`src/rtl/hbm_pkg.sv`:
```
package hbm_pkg;
  typedef enum logic [3:0] {
    ST_IDLE, ST_ACQ, ST_ADR, ST_MEN, ST_STB, ST_RCV, ST_FADR,
    ST_MOFF, ST_RELD, ST_RELA, ST_RELR, ST_DONE
  } hbm_state_e;
endpackage

```
`src/rtl/hbm_grant_wait.sv`:
```
module hbm_grant_wait #(
  parameter int TIMEOUT = 1024
) (
  input  logic clk_i,
  input  logic rst_ni,
  input  logic run_i,
  input  logic ack_ni,
  output logic granted_o,
  output logic expire_o
);
  localparam int TW = $clog2(TIMEOUT) + 1;
  logic [TW-1:0] cnt_q;

  always_ff @(posedge clk_i or negedge rst_ni) begin
    if (!rst_ni)             cnt_q <= '0;
    else if (!run_i)         cnt_q <= '0;
    else if (ack_ni)         cnt_q <= cnt_q + 1'b1;
  end

  // grant checked ahead of expiry
  assign granted_o = run_i && !ack_ni;
  assign expire_o  = run_i && ack_ni && (cnt_q == TW'(TIMEOUT - 1));

  AST_TMO_BOUND: assert property (@(posedge clk_i) disable iff (!rst_ni)
    run_i |-> (cnt_q < TW'(TIMEOUT)));
endmodule

```
`src/rtl/hbm_pin_drive.sv`:
```
module hbm_pin_drive #(
  parameter int ADDR_W = 19,
  parameter logic [ADDR_W-1:0] UNBUF_MASK = 19'h7C080
) (
  input  logic              unbuf_en_i,
  output logic [ADDR_W-1:0] oe_o
);
  for (genvar i = 0; i < ADDR_W; i++) begin : g_bit
    if (UNBUF_MASK[i]) begin : g_unbuf
      assign oe_o[i] = unbuf_en_i;
    end else begin : g_buf
      assign oe_o[i] = 1'b1;
    end
  end
endmodule

```
`src/rtl/hbm_seq.sv`:
```
module hbm_seq
  import hbm_pkg::*;
#(
  parameter int ADDR_W  = 19,
  parameter int DATA_W  = 8,
  parameter int LEN_W   = 8,
  parameter int RD_HOLD = 2,
  parameter int WR_LOW  = 1
) (
  input  logic              clk_i,
  input  logic              rst_ni,
  input  logic              start_i,
  input  logic              write_i,
  input  logic              fill_i,
  input  logic [LEN_W-1:0]  len_i,
  input  logic [ADDR_W-1:0] addr_i,
  input  logic [DATA_W-1:0] wdata_i,
  input  logic [DATA_W-1:0] data_i,
  input  logic              ack_ni,
  input  logic              granted_i,
  input  logic              expire_i,
  output logic              acq_o,
  output logic              unbuf_en_o,
  output logic [ADDR_W-1:0] addr_o,
  output logic [DATA_W-1:0] data_o,
  output logic [DATA_W-1:0] rdata_o,
  output logic              data_oe_o,
  output logic              req_no,
  output logic              me_no,
  output logic              rd_no,
  output logic              wr_no,
  output logic              busy_o,
  output logic              done_o,
  output logic              tmo_o
);
  localparam int SMAX = (RD_HOLD > WR_LOW) ? RD_HOLD : WR_LOW;
  localparam int SW   = $clog2(SMAX + 1);

  hbm_state_e        st_q;
  logic [ADDR_W-1:0] addr_q;
  logic [DATA_W-1:0] wdata_q, rdata_q;
  logic              write_q, tmo_q;
  logic [LEN_W-1:0]  left_q;
  logic [SW-1:0]     stb_q, stb_last;

  assign stb_last = write_q ? SW'(WR_LOW - 1) : SW'(RD_HOLD - 1);

  always_ff @(posedge clk_i or negedge rst_ni) begin
    if (!rst_ni) begin
      st_q    <= ST_IDLE;
      addr_q  <= '0;
      wdata_q <= '0;
      rdata_q <= '0;
      write_q <= 1'b0;
      tmo_q   <= 1'b0;
      left_q  <= '0;
      stb_q   <= '0;
    end else begin
      unique case (st_q)
        ST_IDLE: if (start_i) begin
          addr_q  <= addr_i;
          wdata_q <= wdata_i;
          write_q <= write_i;
          left_q  <= (write_i && fill_i && len_i != '0) ? len_i - 1'b1 : '0;
          tmo_q   <= 1'b0;
          st_q    <= ST_ACQ;
        end
        ST_ACQ: begin
          if (granted_i) st_q <= ST_ADR;
          else if (expire_i) begin
            tmo_q <= 1'b1;
            st_q  <= ST_RELR;
          end
        end
        ST_ADR: st_q <= ST_MEN;
        ST_MEN: begin
          stb_q <= '0;
          st_q  <= ST_STB;
        end
        ST_STB: begin
          if (stb_q == stb_last) begin
            if (!write_q) rdata_q <= data_i;
            st_q <= ST_RCV;
          end else begin
            stb_q <= stb_q + 1'b1;
          end
        end
        ST_RCV: begin
          if (left_q != '0) begin
            left_q <= left_q - 1'b1;
            addr_q <= addr_q + 1'b1;
            st_q   <= ST_FADR;
          end else begin
            st_q <= ST_MOFF;
          end
        end
        ST_FADR: begin
          stb_q <= '0;
          st_q  <= ST_STB;
        end
        ST_MOFF: st_q <= ST_RELD;
        ST_RELD: st_q <= ST_RELA;
        ST_RELA: st_q <= ST_RELR;
        ST_RELR: if (ack_ni) st_q <= ST_DONE;
        ST_DONE: st_q <= ST_IDLE;
        default: st_q <= ST_IDLE;
      endcase
    end
  end

  logic me_act;
  assign me_act     = (st_q == ST_MEN) || (st_q == ST_STB) || (st_q == ST_RCV) || (st_q == ST_FADR);
  assign acq_o      = (st_q == ST_ACQ);
  assign unbuf_en_o = (st_q == ST_ADR) || me_act || (st_q == ST_MOFF) || (st_q == ST_RELD);
  assign req_no     = !(acq_o || unbuf_en_o || (st_q == ST_RELA));
  assign me_no      = !me_act;
  assign rd_no      = !((st_q == ST_STB) && !write_q);
  assign wr_no      = !((st_q == ST_STB) && write_q);
  assign data_oe_o  = write_q && (me_act || (st_q == ST_MOFF));
  assign addr_o     = addr_q;
  assign data_o     = wdata_q;
  assign rdata_o    = rdata_q;
  assign busy_o     = (st_q != ST_IDLE);
  assign done_o     = (st_q == ST_DONE);
  assign tmo_o      = tmo_q;

  AST_STROBE_UNDER_ME: assert property (@(posedge clk_i) disable iff (!rst_ni)
    (!rd_no || !wr_no) |-> !me_no);
  AST_ME_LEADS_WR: assert property (@(posedge clk_i) disable iff (!rst_ni)
    $fell(wr_no) |-> $past(!me_no));
  AST_NO_DRIVE_ON_READ: assert property (@(posedge clk_i) disable iff (!rst_ni)
    !rd_no |-> !data_oe_o);
  AST_DONE_PULSE: assert property (@(posedge clk_i) disable iff (!rst_ni)
    done_o |=> !done_o);
  AST_NO_STROBE_ON_TMO: assert property (@(posedge clk_i) disable iff (!rst_ni)
    tmo_o |-> (rd_no && wr_no));
  if (RD_HOLD >= 2) begin : g_rd_chk
    AST_RD_HOLD: assert property (@(posedge clk_i) disable iff (!rst_ni)
      $fell(rd_no) |=> !rd_no);
  end
endmodule

```
`src/rtl/hbm_bus_master.sv`:
```
module hbm_bus_master #(
  parameter int ADDR_W  = 19,
  parameter int DATA_W  = 8,
  parameter int LEN_W   = 8,
  parameter int RD_HOLD = 2,
  parameter int WR_LOW  = 1,
  parameter int TIMEOUT = 1024,
  parameter logic [ADDR_W-1:0] UNBUF_MASK = 19'h7C080
) (
  input  logic              clk_i,
  input  logic              rst_ni,
  input  logic              start_i,
  input  logic              write_i,
  input  logic              fill_i,
  input  logic [LEN_W-1:0]  len_i,
  input  logic [ADDR_W-1:0] addr_i,
  input  logic [DATA_W-1:0] wdata_i,
  output logic [DATA_W-1:0] rdata_o,
  output logic              busy_o,
  output logic              done_o,
  output logic              tmo_o,
  output logic              bus_req_no,
  input  logic              bus_ack_ni,
  output logic [ADDR_W-1:0] addr_o,
  output logic [ADDR_W-1:0] addr_oe_o,
  output logic [DATA_W-1:0] data_o,
  input  logic [DATA_W-1:0] data_i,
  output logic              data_oe_o,
  output logic              mem_en_no,
  output logic              rd_no,
  output logic              wr_no
);
  logic acq, granted, expire, unbuf_en;

  hbm_grant_wait #(.TIMEOUT(TIMEOUT)) u_grant (
    .clk_i     (clk_i),
    .rst_ni    (rst_ni),
    .run_i     (acq),
    .ack_ni    (bus_ack_ni),
    .granted_o (granted),
    .expire_o  (expire)
  );

  hbm_seq #(
    .ADDR_W(ADDR_W), .DATA_W(DATA_W), .LEN_W(LEN_W),
    .RD_HOLD(RD_HOLD), .WR_LOW(WR_LOW)
  ) u_seq (
    .clk_i      (clk_i),
    .rst_ni     (rst_ni),
    .start_i    (start_i),
    .write_i    (write_i),
    .fill_i     (fill_i),
    .len_i      (len_i),
    .addr_i     (addr_i),
    .wdata_i    (wdata_i),
    .data_i     (data_i),
    .ack_ni     (bus_ack_ni),
    .granted_i  (granted),
    .expire_i   (expire),
    .acq_o      (acq),
    .unbuf_en_o (unbuf_en),
    .addr_o     (addr_o),
    .data_o     (data_o),
    .rdata_o    (rdata_o),
    .data_oe_o  (data_oe_o),
    .req_no     (bus_req_no),
    .me_no      (mem_en_no),
    .rd_no      (rd_no),
    .wr_no      (wr_no),
    .busy_o     (busy_o),
    .done_o     (done_o),
    .tmo_o      (tmo_o)
  );

  hbm_pin_drive #(.ADDR_W(ADDR_W), .UNBUF_MASK(UNBUF_MASK)) u_pins (
    .unbuf_en_i (unbuf_en),
    .oe_o       (addr_oe_o)
  );

  AST_UNBUF_HELD: assert property (@(posedge clk_i) disable iff (!rst_ni)
    ((addr_oe_o & UNBUF_MASK) != '0) |-> !bus_req_no);
  AST_REL_ORDER: assert property (@(posedge clk_i) disable iff (!rst_ni)
    $rose(bus_req_no) |-> (!data_oe_o && ((addr_oe_o & UNBUF_MASK) == '0)));
  AST_BUF_ALWAYS: assert property (@(posedge clk_i) disable iff (!rst_ni)
    ((addr_oe_o | UNBUF_MASK) == '1));
  AST_GRANT_FIRST: assert property (@(posedge clk_i) disable iff (!rst_ni)
    $fell(rd_no && wr_no) |-> !bus_ack_ni);
endmodule

```
`config.mk`:
```
export PLATFORM = sky130hd
export DESIGN_NAME = hbm_bus_master
export DESIGN_NICKNAME = d
export VERILOG_FILES = /design/src/rtl/hbm_pkg.sv /design/src/rtl/hbm_grant_wait.sv /design/src/rtl/hbm_pin_drive.sv /design/src/rtl/hbm_seq.sv /design/src/rtl/hbm_bus_master.sv
export SDC_FILE = /design/constraint.sdc
export NUM_CORES = 1
export LEC_CHECK = 0
export ABC_AREA = 1
export BUFFER_PORTS_ARGS = -buffer_cell sky130_fd_sc_hd__buf_2
export CAP_MARGIN = 20
export CELL_PAD_IN_SITES_DETAIL_PLACEMENT = 1
export CELL_PAD_IN_SITES_GLOBAL_PLACEMENT = 2
export CORE_MARGIN = 2
export CORE_UTILIZATION = 30
export DETAILED_ROUTE_END_ITERATION = 6
export GPL_ROUTABILITY_DRIVEN = 0
export PLACE_DENSITY_LB_ADDON = 0.1
export SLEW_MARGIN = 30
export SYNTH_ARGS = -nofsm -noshare
export SYNTH_HDL_FRONTEND = slang
export SYNTH_SLANG_ARGS = --single-unit
export TNS_END_PERCENT = 30
```
`constraint.sdc`:
```
create_clock -name clk_i -period 3.25 [get_ports clk_i]
set_clock_uncertainty 0.05 [all_clocks]
set_input_delay 0 -clock clk_i [delete_from_list [all_inputs] [get_ports clk_i]]
set_output_delay 0 -clock clk_i [all_outputs]
set_load 0.01 [all_outputs]
```
==> flow_summary_export.csv, run 1 <==
group,metric,value,unit
timing,hold_viol_final,0,
logic_synthesis,syn_area,0.00399,mm^2
critical_path,slowest_delay,0.54,ns
placed_design,place_hpwl,8.87,mm
global_route,grt.total_usage,0.181,
clocking,clock_sink_count,62,
logic_synthesis,synth_top_family_by_area,"simple AND/OR/NAND/NOR gates",
logic_synthesis,syn_area_per_cell,6.78,um^2
clocking,hold_buffers,43,
global_route,grt_max_degree,41,
global_route,antenna_found_initial,0,
power_and_ir_drop,ir_worst_vdd,0.286,mV
cells_and_area,final_cell_mix,"nand2_1, buf_2, nor2_1, dfrtp_1, inv_1",
timing,whs,0.0217,ns
cells_and_area,utilization,0.404,
critical_path,crit_top_cell,"nand2_1",
clocking,cts-htree-levels,3,
cells_and_area,final_cell_area,0.00531,mm^2
critical_path,crit_arrival,2.39,ns
hold_path,hold_class,"input port to register",
logic_synthesis,synth_cell_types,33,
timing,maxSlewHeadroom,0.567,
floorplanning,die_w,119,um
clocking,tritoncts,"yes",
clocking,cts_root_buf,"clkbuf_16",
clocking,cts_resized,0,
placed_design,place_area,0.00456,mm^2
clocking,clk_path_buf_depth,2,
route,via_count,4119,
critical_path,cp_top_family,"buffers and inverters",
global_route,grt_pass1_vias,4253,
cells_and_area,diodes,0,
power_and_ir_drop,leakage,2.68,nW
route,drt_first_pass_iters,4,
global_route,grt_pass1_wl,20.5,mm
power_and_ir_drop,p_per_area,862,mW/mm^2
route,via_per_inst,4.55,
logic_synthesis,synth_flop_cell,"dfrtp_1",
floorplanning,chipHeight,119,um
job,drv_cap,0,
logic_synthesis,synth-compound-area-share,0.0737,
timing,tns,0,ns
route,wl_per_cell,13.8,um
critical_path,worstSetupPathType,"register to register",
power_and_ir_drop,total_power,4.58,mW
clocking,cts_setup_buffers,0,
floorplanning,num_rows,42,
timing,setup_viol_count_final,0,
critical_path,crit_fanout,11,
critical_path,path_buf_inv,3,
cells_and_area,synthToLayoutAreaGrowth,33.2,%
critical_path,cp-start-kind,"register",
logic_synthesis,synth_edf_count,0,
logic_synthesis,synthArstFlopShare,1.00,
clocking,insertion_delay,0.34,ns
logic_synthesis,synth_xor_area_frac,0.0154,
timing,rsz0062_at_grt,"no",
cells_and_area,drive_gt1_frac,0.204,
logic_synthesis,yosys.area_share.simple,0.396,
clocking,numCtsBuffers,9,
floorplanning,start_util,0.304,
critical_path,crit_slowest_cell,"dlygate4sd3_1",
placed_design,portBuffers,97,
timing,tightestPinTransition,0.648,ns
timing,slew_violations,0,
critical_path,end_kind,"register",
route,ant_nets,0,
logic_synthesis,synth_seq_cells,62,
floorplanning,core_area,0.0131,mm^2
status,status,"finished clean",
logic_synthesis,syn_inst,588,
global_route,overflow,0,
route,wl,12.5,mm
route,drt_iter0_markers,102,
route,drc,0,
logic_synthesis,seq_area_frac_synth,0.389,
floorplanning,die_area,0.0142,mm^2
logic_synthesis,synthAdderAreaFrac,0.0157,
critical_path,path_cells,"nor2_2, inv_2, nor2_8, nand2_4, inv_1, nand2_1, nand2_1, dlygate4sd3_1",
clocking,clk_pin_slew,0.06,ns
logic_synthesis,synthMuxAreaShare,0,
critical_path,cp.required,3.48,ns
floorplanning,ioPinCount,111,
timing,fmax,463,MHz
timing,fin_crit,2.16,ns
cells_and_area,layout_commonest_cell,"nand2_1",
logic_synthesis,ys_warn_count,0,
cells_and_area,num-nets-final,778,
timing,finalCritPeriodShare,0.664,
-- flip-flops by register name, indices dropped and copies added (netlist names) --
| signal | count |
|---|---|
| u_seq.tmo_o | 1 |
| u_seq.write_q | 1 |
| u_seq.rdata_o | 8 |
| u_seq.stb_q | 2 |
| u_seq.data_o | 8 |
| u_seq.left_q | 8 |
| u_seq.addr_o | 19 |
| u_grant.cnt_q | 11 |
| u_seq.st_q | 4 |
-- where the power goes --
| group | leakage, nW | switching (mW) | total (mW) | internal [mW] |
|---|---|---|---|---|
| logic | 1.73 | 1.33 | 2.11 | 0.784 |
| registers | 0.793 | 0.323 | 1.39 | 1.07 |
| clock network | 0.156 | 0.384 | 1.08 | 0.694 |
| total | 2.68 | 2.03 | 4.58 | 2.55 |
-- layout make-up --
cell class | count | area, um^2
clock buffer | 11 | 243
fill | 1716 | 7830
clock inverter | 5 | 81.3
timing repair buffer | 144 | 948
inverter | 59 | 221
sequential | 62 | 1550
multi-input combinational | 448 | 2050
tap | 176 | 220
-- final timing paths --
check                                              from  slack, ns                           end  cells past startpoint
max                           u_seq.st_q[1]$_DFFE_PN0P_       1.09   u_seq.data_o[7]$_DFFE_PN0P_                      8
min                                            len_i[7]       0.02   u_seq.left_q[7]$_DFFE_PN0P_                      6
max reg2reg                   u_seq.st_q[1]$_DFFE_PN0P_       1.09   u_seq.data_o[7]$_DFFE_PN0P_                      8
min reg2reg                u_seq.rdata_o[7]$_DFFE_PN0P_       0.42  u_seq.rdata_o[7]$_DFFE_PN0P_                      2
max in group asynchronous                        rst_ni       2.39  u_grant.cnt_q[3]$_DFFE_PN0N_                      3
min in group asynchronous                        rst_ni       0.15  u_seq.rdata_o[0]$_DFFE_PN0P_                      2
-- kinds of logic (layout without fill, tap and decap cells) --
group / count (synthesis) / count (layout)
simple gates: 367 / 367
other cells: 1 / 13
buf+inv: 90 / 219
compound gates: 56 / 56
flops: 62 / 62
fa+ha+maj: 5 / 5
xor+xnor: 7 / 7
-- stage by stage --
stage | worst slack (ns) | std cells
floorplan | 1.67 | 600
global placement | 1.23 | 846
detailed placement | 1.15 | 846
CTS | 1.10 | 905
global route | 0.930 | 905
finish | 1.09 | 905
-- per-layer routing --
layer,track usage,vias to the layer above,wire [um]
li1,-,2085,-
met1,0.221,1942,5750
met2,0.313,79,6010
met3,0.0402,13,489
met4,0.0654,0,214
met5,0,-,0
-- cell usage after synthesis (9+ instances only) --
cell type	count	share of area
nand4_1	9	0.014
dfrtp_1	62	0.39
a21oi_1	15	0.019
o21ai_0	32	0.040
nor2_1	73	0.069
nand2_1	202	0.19
nand3_1	48	0.060
nor2_2	13	0.020
inv_1	52	0.049
buf_4	22	0.041
-- worst reg2reg max path, stage by stage, from the launching register on --
cell and delay [ns]:
dfrtp_1 0.45, nor2_2 0.19, inv_2 0.09, nor2_8 0.11, nand2_4 0.12, inv_1 0.35, nand2_1 0.12, nand2_1 0.08
dlygate4sd3_1 0.54
(Power assumes the default switching activity.)
==> run 2, diff against run 1 <==
- CORE_UTILIZATION: 30 -> 28
- clock period: 3.25 -> 2.15 ns (I/O delays scaled with it)
==> run 2 against run 1 <==
Total power increased by 51%. Count of clock-buffer cells in the layout unchanged. Final cell count increased by 0.33%. Critical path depth unchanged. Routed wire length increased by 1.3%. First-iteration DRC count increased by 82%. Sequential power increased by 52%. Die area increased by 6.9%. Non-clock buffer count decreased by 1. Flip-flop and latch count unchanged. Design area about the same.
==> flow_summary_export.csv, run 2 (synthesis gave the netlist of run 1 again) <==
group,metric,value,unit
floorplanning,num_rows,43,
floorplanning,chipHeight,123,um
route,via_per_inst,4.55,
route,drt_first_pass_iters,4,
job,drv_cap,0,
timing,finalCritPeriodShare,0.901,
route,drc,0,
clocking,cts-htree-levels,3,
critical_path,cp_top_family,"simple AND/OR/NAND/NOR gates",
global_route,use_met1,0.226,
floorplanning,core_area,0.0139,mm^2
global_route,grt_use_met3,0.0369,
timing,setup_viol_count_final,0,
power_and_ir_drop,power_switching,3.10,mW
power_and_ir_drop,swShare,0.447,
critical_path,cp-start-kind,"register",
global_route,grt_pass1_vias,4310,
floorplanning,ioPinCount,111,
critical_path,crit_slowest_cell,"dfrtp_1",
global_route,antenna_found_initial,0,
critical_path,crit_arrival,2.11,ns
placed_design,portBuffers,97,
timing,hold_viol_final,0,
global_route,grt_pass1_wl,20.9,mm
cells_and_area,final_cell_mix,"nand2_1, buf_2, nor2_1, dfrtp_1, inv_1",
placed_design,place_area,0.00459,mm^2
timing,worst_slack,0.213,ns
route,ant_nets,0,
power_and_ir_drop,leakage,2.66,nW
power_and_ir_drop,p_comb_frac,0.461,
critical_path,crit_fanout,8,
cells_and_area,drive_gt1_frac,0.216,
power_and_ir_drop,intPower,3.83,mW
critical_path,cp.required,2.33,ns
timing,tightestPinTransition,0.558,ns
timing,fin_crit,1.94,ns
global_route,grt_max_degree,35,
power_and_ir_drop,p_seq_frac,0.304,
route,via_count,4134,
clocking,clock_sink_count,62,
timing,rsz0062_at_grt,"no",
cells_and_area,layout_commonest_cell,"nand2_1",
global_route,grt.total_usage,0.177,
clocking,insertion_delay,0.34,ns
timing,slew_violations,0,
floorplanning,die_w,123,um
clocking,tritoncts,"yes",
critical_path,end_kind,"register",
power_and_ir_drop,p_clk_frac,0.235,
critical_path,worstSetupPathType,"register to register",
status,status,"finished clean",
cells_and_area,synthToLayoutAreaGrowth,33.1,%
global_route,grt_use_met2,0.298,
power_and_ir_drop,p_per_area,1300,mW/mm^2
timing,fmax,516,MHz
route,wl,12.6,mm
power_and_ir_drop,ir_worst_vdd,0.454,mV
placed_design,place_hpwl,9.31,mm
critical_path,path_buf_inv,0,
critical_path,path_cells,"ha_1, nand2_1, nor2_1, nand2_1, o21ai_0, nand3_1, nand2_1, nand2_1",
clocking,clk_pin_slew,0.06,ns
critical_path,slowest_delay,0.51,ns
clocking,numCtsBuffers,9,
clocking,clk_path_buf_depth,2,
route,drt_iter0_markers,186,
global_route,overflow,0,
floorplanning,start_util,0.287,
cells_and_area,diodes,0,
timing,maxSlewHeadroom,0.628,
clocking,cts_root_buf,"clkbuf_16",
cells_and_area,final_cell_area,0.00531,mm^2
cells_and_area,largest_register_ffs,19,
timing,tns,0,ns
critical_path,crit_top_cell,"nand2_1",
floorplanning,die_area,0.0152,mm^2
placed_design,dp_slack,0.240,ns
hold_path,hold_class,"input port to register",
global_route,grt_busiest_layer,"met2",
cells_and_area,num-nets-final,777,
route,wl_per_cell,13.9,um
## run 2: metal layers
metal / vias up / share of wire
li1: 2089 / -
met1: 1948 / 0.46
met2: 84 / 0.48
met3: 13 / 0.047
met4: 0 / 0.011
met5: - / 0
## run 2: worst paths after layout
path / startpoint / to / slack [ns] / cells after the start
min in group asynchronous: rst_ni / u_seq.rdata_o[2]$_DFFE_PN0P_ / 0.13 / 2
setup / recovery: u_seq.addr_o[0]$_DFFE_PN0P_ / u_seq.addr_o[16]$_DFFE_PN0P_ / 0.21 / 8
max in group asynchronous: rst_ni / u_grant.cnt_q[2]$_DFFE_PN0N_ / 1.29 / 3
setup reg to reg: u_seq.addr_o[0]$_DFFE_PN0P_ / u_seq.addr_o[16]$_DFFE_PN0P_ / 0.21 / 8
hold / removal: len_i[7] / u_seq.left_q[7]$_DFFE_PN0P_ / 0.01 / 6
hold reg to reg: u_seq.rdata_o[5]$_DFFE_PN0P_ / u_seq.rdata_o[5]$_DFFE_PN0P_ / 0.42 / 2
## run 2: power by group through the flow
stage	combinational, mW	sequential [mW]	clock (mW)
2_1_floorplan	2.12	2.13	0
3_3_place_gp	3.09	2.11	0
3_5_place_dp	3.15	2.12	0
4_1_cts	3.22	2.11	1.68
5_1_grt	3.66	2.19	1.73
6_report	3.19	2.11	1.62
## run 2: worst reg2reg max path, delay by kind of cell, from the launching register on
kind / cells / cell delay, ns
and+or+nand+nor: 6 / 0.74
DFF: 1 / 0.51
AOI/OAI and AO/OA: 1 / 0.18
adders and majority gates: 1 / 0.34
## run 2: through the flow
step,instances,power [mW],utilization,hold WS [ns]
after CTS,905,7.02,0.380,0.00521
after detailed placement,853,5.27,0.331,-0.0139
final,908,6.92,0.382,0.0102
after global routing,908,7.58,0.382,0.0393
after floorplan,600,4.25,-,-0.346
after global placement,853,5.20,0.331,-0.0132
## run 2: final cells by class
cell class,count,area (um^2)
Timing Repair Buffer,143,933
Inverter,59,225
Clock buffer,11,243
Tap cell,180,225
Fill cell,1779,8570
Clock inverter,5,82.6
Sequential cell,62,1550
Multi-Input combinational cell,448,2050
## run 2: what timing repair did
item                                    CTS  global route
endpoints found under the setup margin    0             2
hold endpoints to repair                 55             0
setup buffers                             0             3
hold buffers                             36             0
gates resized for setup                   0             2
==> run 3, diff against run 2 <==
- ABC_AREA: 1 -> 0
- CORE_UTILIZATION: 28 -> 30
- GPL_TIMING_DRIVEN: unset -> 1
==> run 3 against run 2 <==
Clock power shrank 13%. Design area shrank 5.5%. Register-to-register slack gained 0.03 ns. Count of clock-buffer cells in the layout grew 1. Sequential power is essentially flat. Area after synthesis shrank 6.7%. Die area shrank 13%. Via count shrank 16%. Non-clock buffer count grew 9. Worst setup slack gained 0.031 ns. Combinational power shrank 14%. Largest cell class unchanged.
==> flow_summary_export.csv, run 3 <==
group,metric,value,unit
critical_path,r2r_slack,0.24,ns
route,drt_iter0_markers,134,
logic_synthesis,syn_inst,415,
clocking,tritoncts,"yes",
critical_path,endpoint,"u_seq.rdata_o[3]$_DFFE_PN0P_",
status,status,"finished clean",
critical_path,critPathLaunch,"u_seq.st_q[2]$_DFFE_PN0P_",
floorplanning,die_w,115,um
power_and_ir_drop,leakage,2.25,nW
timing,fin_crit,1.91,ns
clocking,clock_sink_count,62,
logic_synthesis,yosys-top-cells-area,"dfrtp_1, nand2_1, a21oi_1",
critical_path,reg2regPathDepth,4,
global_route,grt_pass1_vias,3610,
logic_synthesis,syn_area,0.00372,mm^2
critical_path,crit_slowest_cell,"dfrtp_1",
critical_path,end_kind,"register",
floorplanning,start_util,0.308,
floorplanning,die_area,0.0133,mm^2
timing,fmax,525,MHz
cells_and_area,synthToLayoutAreaGrowth,34.9,%
route,wl_per_cell,15.3,um
critical_path,crit_fanout,12,
logic_synthesis,synth_edf_count,0,
clocking,insertion_delay,0.34,ns
job,drv_cap,0,
logic_synthesis,synthArstFlopShare,1.00,
route,wl,11.0,mm
logic_synthesis,seq_area_frac_synth,0.417,
global_route,grt_pass1_wl,18.0,mm
cells_and_area,drive_gt1_frac,0.292,
logic_synthesis,synth_most_common_cell,"nand2_1",
floorplanning,num_rows,40,
clocking,clk_path_buf_depth,2,
logic_synthesis,synthTopCellsByCount,"nand2_1, dfrtp_1, a21oi_1",
route,via_count,3465,
logic_synthesis,synth_flop_cell,"dfrtp_1",
global_route,grt.total_usage,0.173,
critical_path,r2r-end,"u_seq.rdata_o[3]$_DFFE_PN0P_",
critical_path,cp-start-kind,"register",
critical_path,crit_arrival,2.08,ns
cells_and_area,fillCellCount,1411,
critical_path,timing.rr.start,"u_seq.st_q[2]$_DFFE_PN0P_",
cells_and_area,layout_commonest_cell,"buf_2",
critical_path,worstSetupPathType,"register to register",
logic_synthesis,synth_cell_types,62,
critical_path,slowest_delay,0.58,ns
floorplanning,ioPinCount,111,
cells_and_area,final_cell_mix,"buf_2, nand2_1, dfrtp_1, dlygate4sd3_1, a21oi_1",
power_and_ir_drop,ir_worst_vdd,0.578,mV
route,ant_nets,0,
placed_design,portBuffers,97,
clocking,cts_setup_buffers,0,
logic_synthesis,syn_area_per_cell,8.96,um^2
logic_synthesis,ys_warn_count,0,
clocking,clk_pin_slew,0.06,ns
power_and_ir_drop,p_per_area,1250,mW/mm^2
clocking,numCtsBuffers,9,
floorplanning,core_area,0.0121,mm^2
logic_synthesis,synth_top_area_share,0.417,
placed_design,place_hpwl,7.67,mm
timing,slew_violations,0,
cells_and_area,utilization,0.416,
placed_design,dp_cells,668,
cells_and_area,largest_register_ffs,19,
clocking,cts_root_buf,"clkbuf_16",
global_route,antenna_found_initial,0,
logic_synthesis,synth_top_area_cell,"dfrtp_1",
global_route,overflow,0,
cells_and_area,diodes,0,
route,drc,0,
timing,hold_viol_final,0,
route,via_per_inst,4.80,
hold_path,hold_class,"input port to register",
critical_path,cp.required,2.32,ns
logic_synthesis,synth_seq_cells,62,
global_route,grt_max_degree,63,
cells_and_area,num-nets-final,603,
floorplanning,chipHeight,115,um
timing,finalCritPeriodShare,0.886,
critical_path,path_cells,"nor4b_4, nand2b_1, nor2_4, mux2_2",
clocking,cts-htree-levels,3,
timing,tns,0,ns
cells_and_area,stdcell_count,722,
timing,rsz0062_at_grt,"no",
timing,setup_viol_count_final,0,
route,drt_first_pass_iters,4,
-- run 3: cell types whose count changed in the layout (fill, tap and decap cells not counted), sizes merged, moves of 8 or more --
cell   previous run  this run
nand2           206        66
nor2             90        34
inv              58         8
nand3            48        18
a21oi            15        37
o21ai            37        27
mux2              0         8
-- run 3: how the worst min path moves through the flow --
stage | start | endpoint | slack [ns] | cells after the start
after floorplan | rst_ni | u_grant.cnt_q[0]$_DFFE_PN0N_ | -0.35 | 0
after global placement | rst_ni | u_seq.rdata_o[5]$_DFFE_PN0P_ | 0.003 | 2
after detailed placement | rst_ni | u_seq.rdata_o[5]$_DFFE_PN0P_ | 0.003 | 2
after CTS | fill_i | u_seq.left_q[7]$_DFFE_PN0P_ | 0.06 | 4
after global routing | fill_i | u_seq.left_q[7]$_DFFE_PN0P_ | 0.08 | 4
final | len_i[2] | u_seq.left_q[2]$_DFFE_PN0P_ | 0.06 | 4
-- run 3: what timing repair did --
| action | 4_1_cts | 5_1_grt |
|---|---|---|
| hold endpoints to repair | 99 | 0 |
| setup endpoints to repair | 0 | 8 |
| hold buffers | 38 | 0 |
| resized for setup | 0 | 2 |
-- run 3: cell type report --
type	count	area, um^2	share of cell area
clock buffers	12	267	0.0531
clock inverters	4	20.0	0.00399
inverters	8	30.0	0.00599
multi-input cells	316	1920	0.383
flip-flops and latches	62	1550	0.309
well taps	168	210	0.0419
repair buffers	152	1020	0.203
-- run 3: cells by family (layout without fill, tap and decap cells) --
family                     count (synthesis)  count (layout)  share of synthesized area
AOI/OAI and AO/OA                        104             104                      0.185
xor gates and xnor gates                  15              15                     0.0353
adders and majority gates                  5               5                     0.0168
buffers and inverters                     49             176                     0.0790
DFF                                       62              62                      0.417
muxes                                     10              10                     0.0296
other                                      1              13                    0.00101
and+or+nand+nor                          169             169                      0.236
-- run 3: per-stage QoR --
step / cell area (um^2) / setup slack [ns] / power [mW] / hold WS (ns)
6_report: 5020 / 0.245 / 6.25 / 0.0649
5_1_grt: 5020 / 0.0342 / 6.75 / 0.0806
4_1_cts: 5020 / 0.116 / 6.36 / 0.0561
3_5_place_dp: 4350 / 0.236 / 4.84 / 0.00316
3_3_place_gp: 4350 / 0.267 / 4.77 / 0.00339
2_1_floorplan: 3760 / 0.389 / 3.92 / -0.346
-- run 3: worst max-delay path, delay by kind of cell (launching register included) --
family	cells	cell delay [ns]
multiplexers	1	0.37
AND/OR/NAND/NOR	3	0.78
flip-flops	1	0.58
-- run 3: report_power, final --
group          total, mW  switching, mW  leakage, nW  internal, mW
Sequential          2.11          0.518        0.774          1.60
Combinational       2.73           1.48         1.33          1.24
Clock               1.41          0.546        0.148         0.866
-- run 3: per-layer routing --
layer	vias to the layer above	global-route usage	routed length, um
met1	1682	0.216	4990
met3	14	0.0416	417
met2	65	0.290	5440
met4	0	0.0635	175
met5	-	0	0
li1	1704	-	-
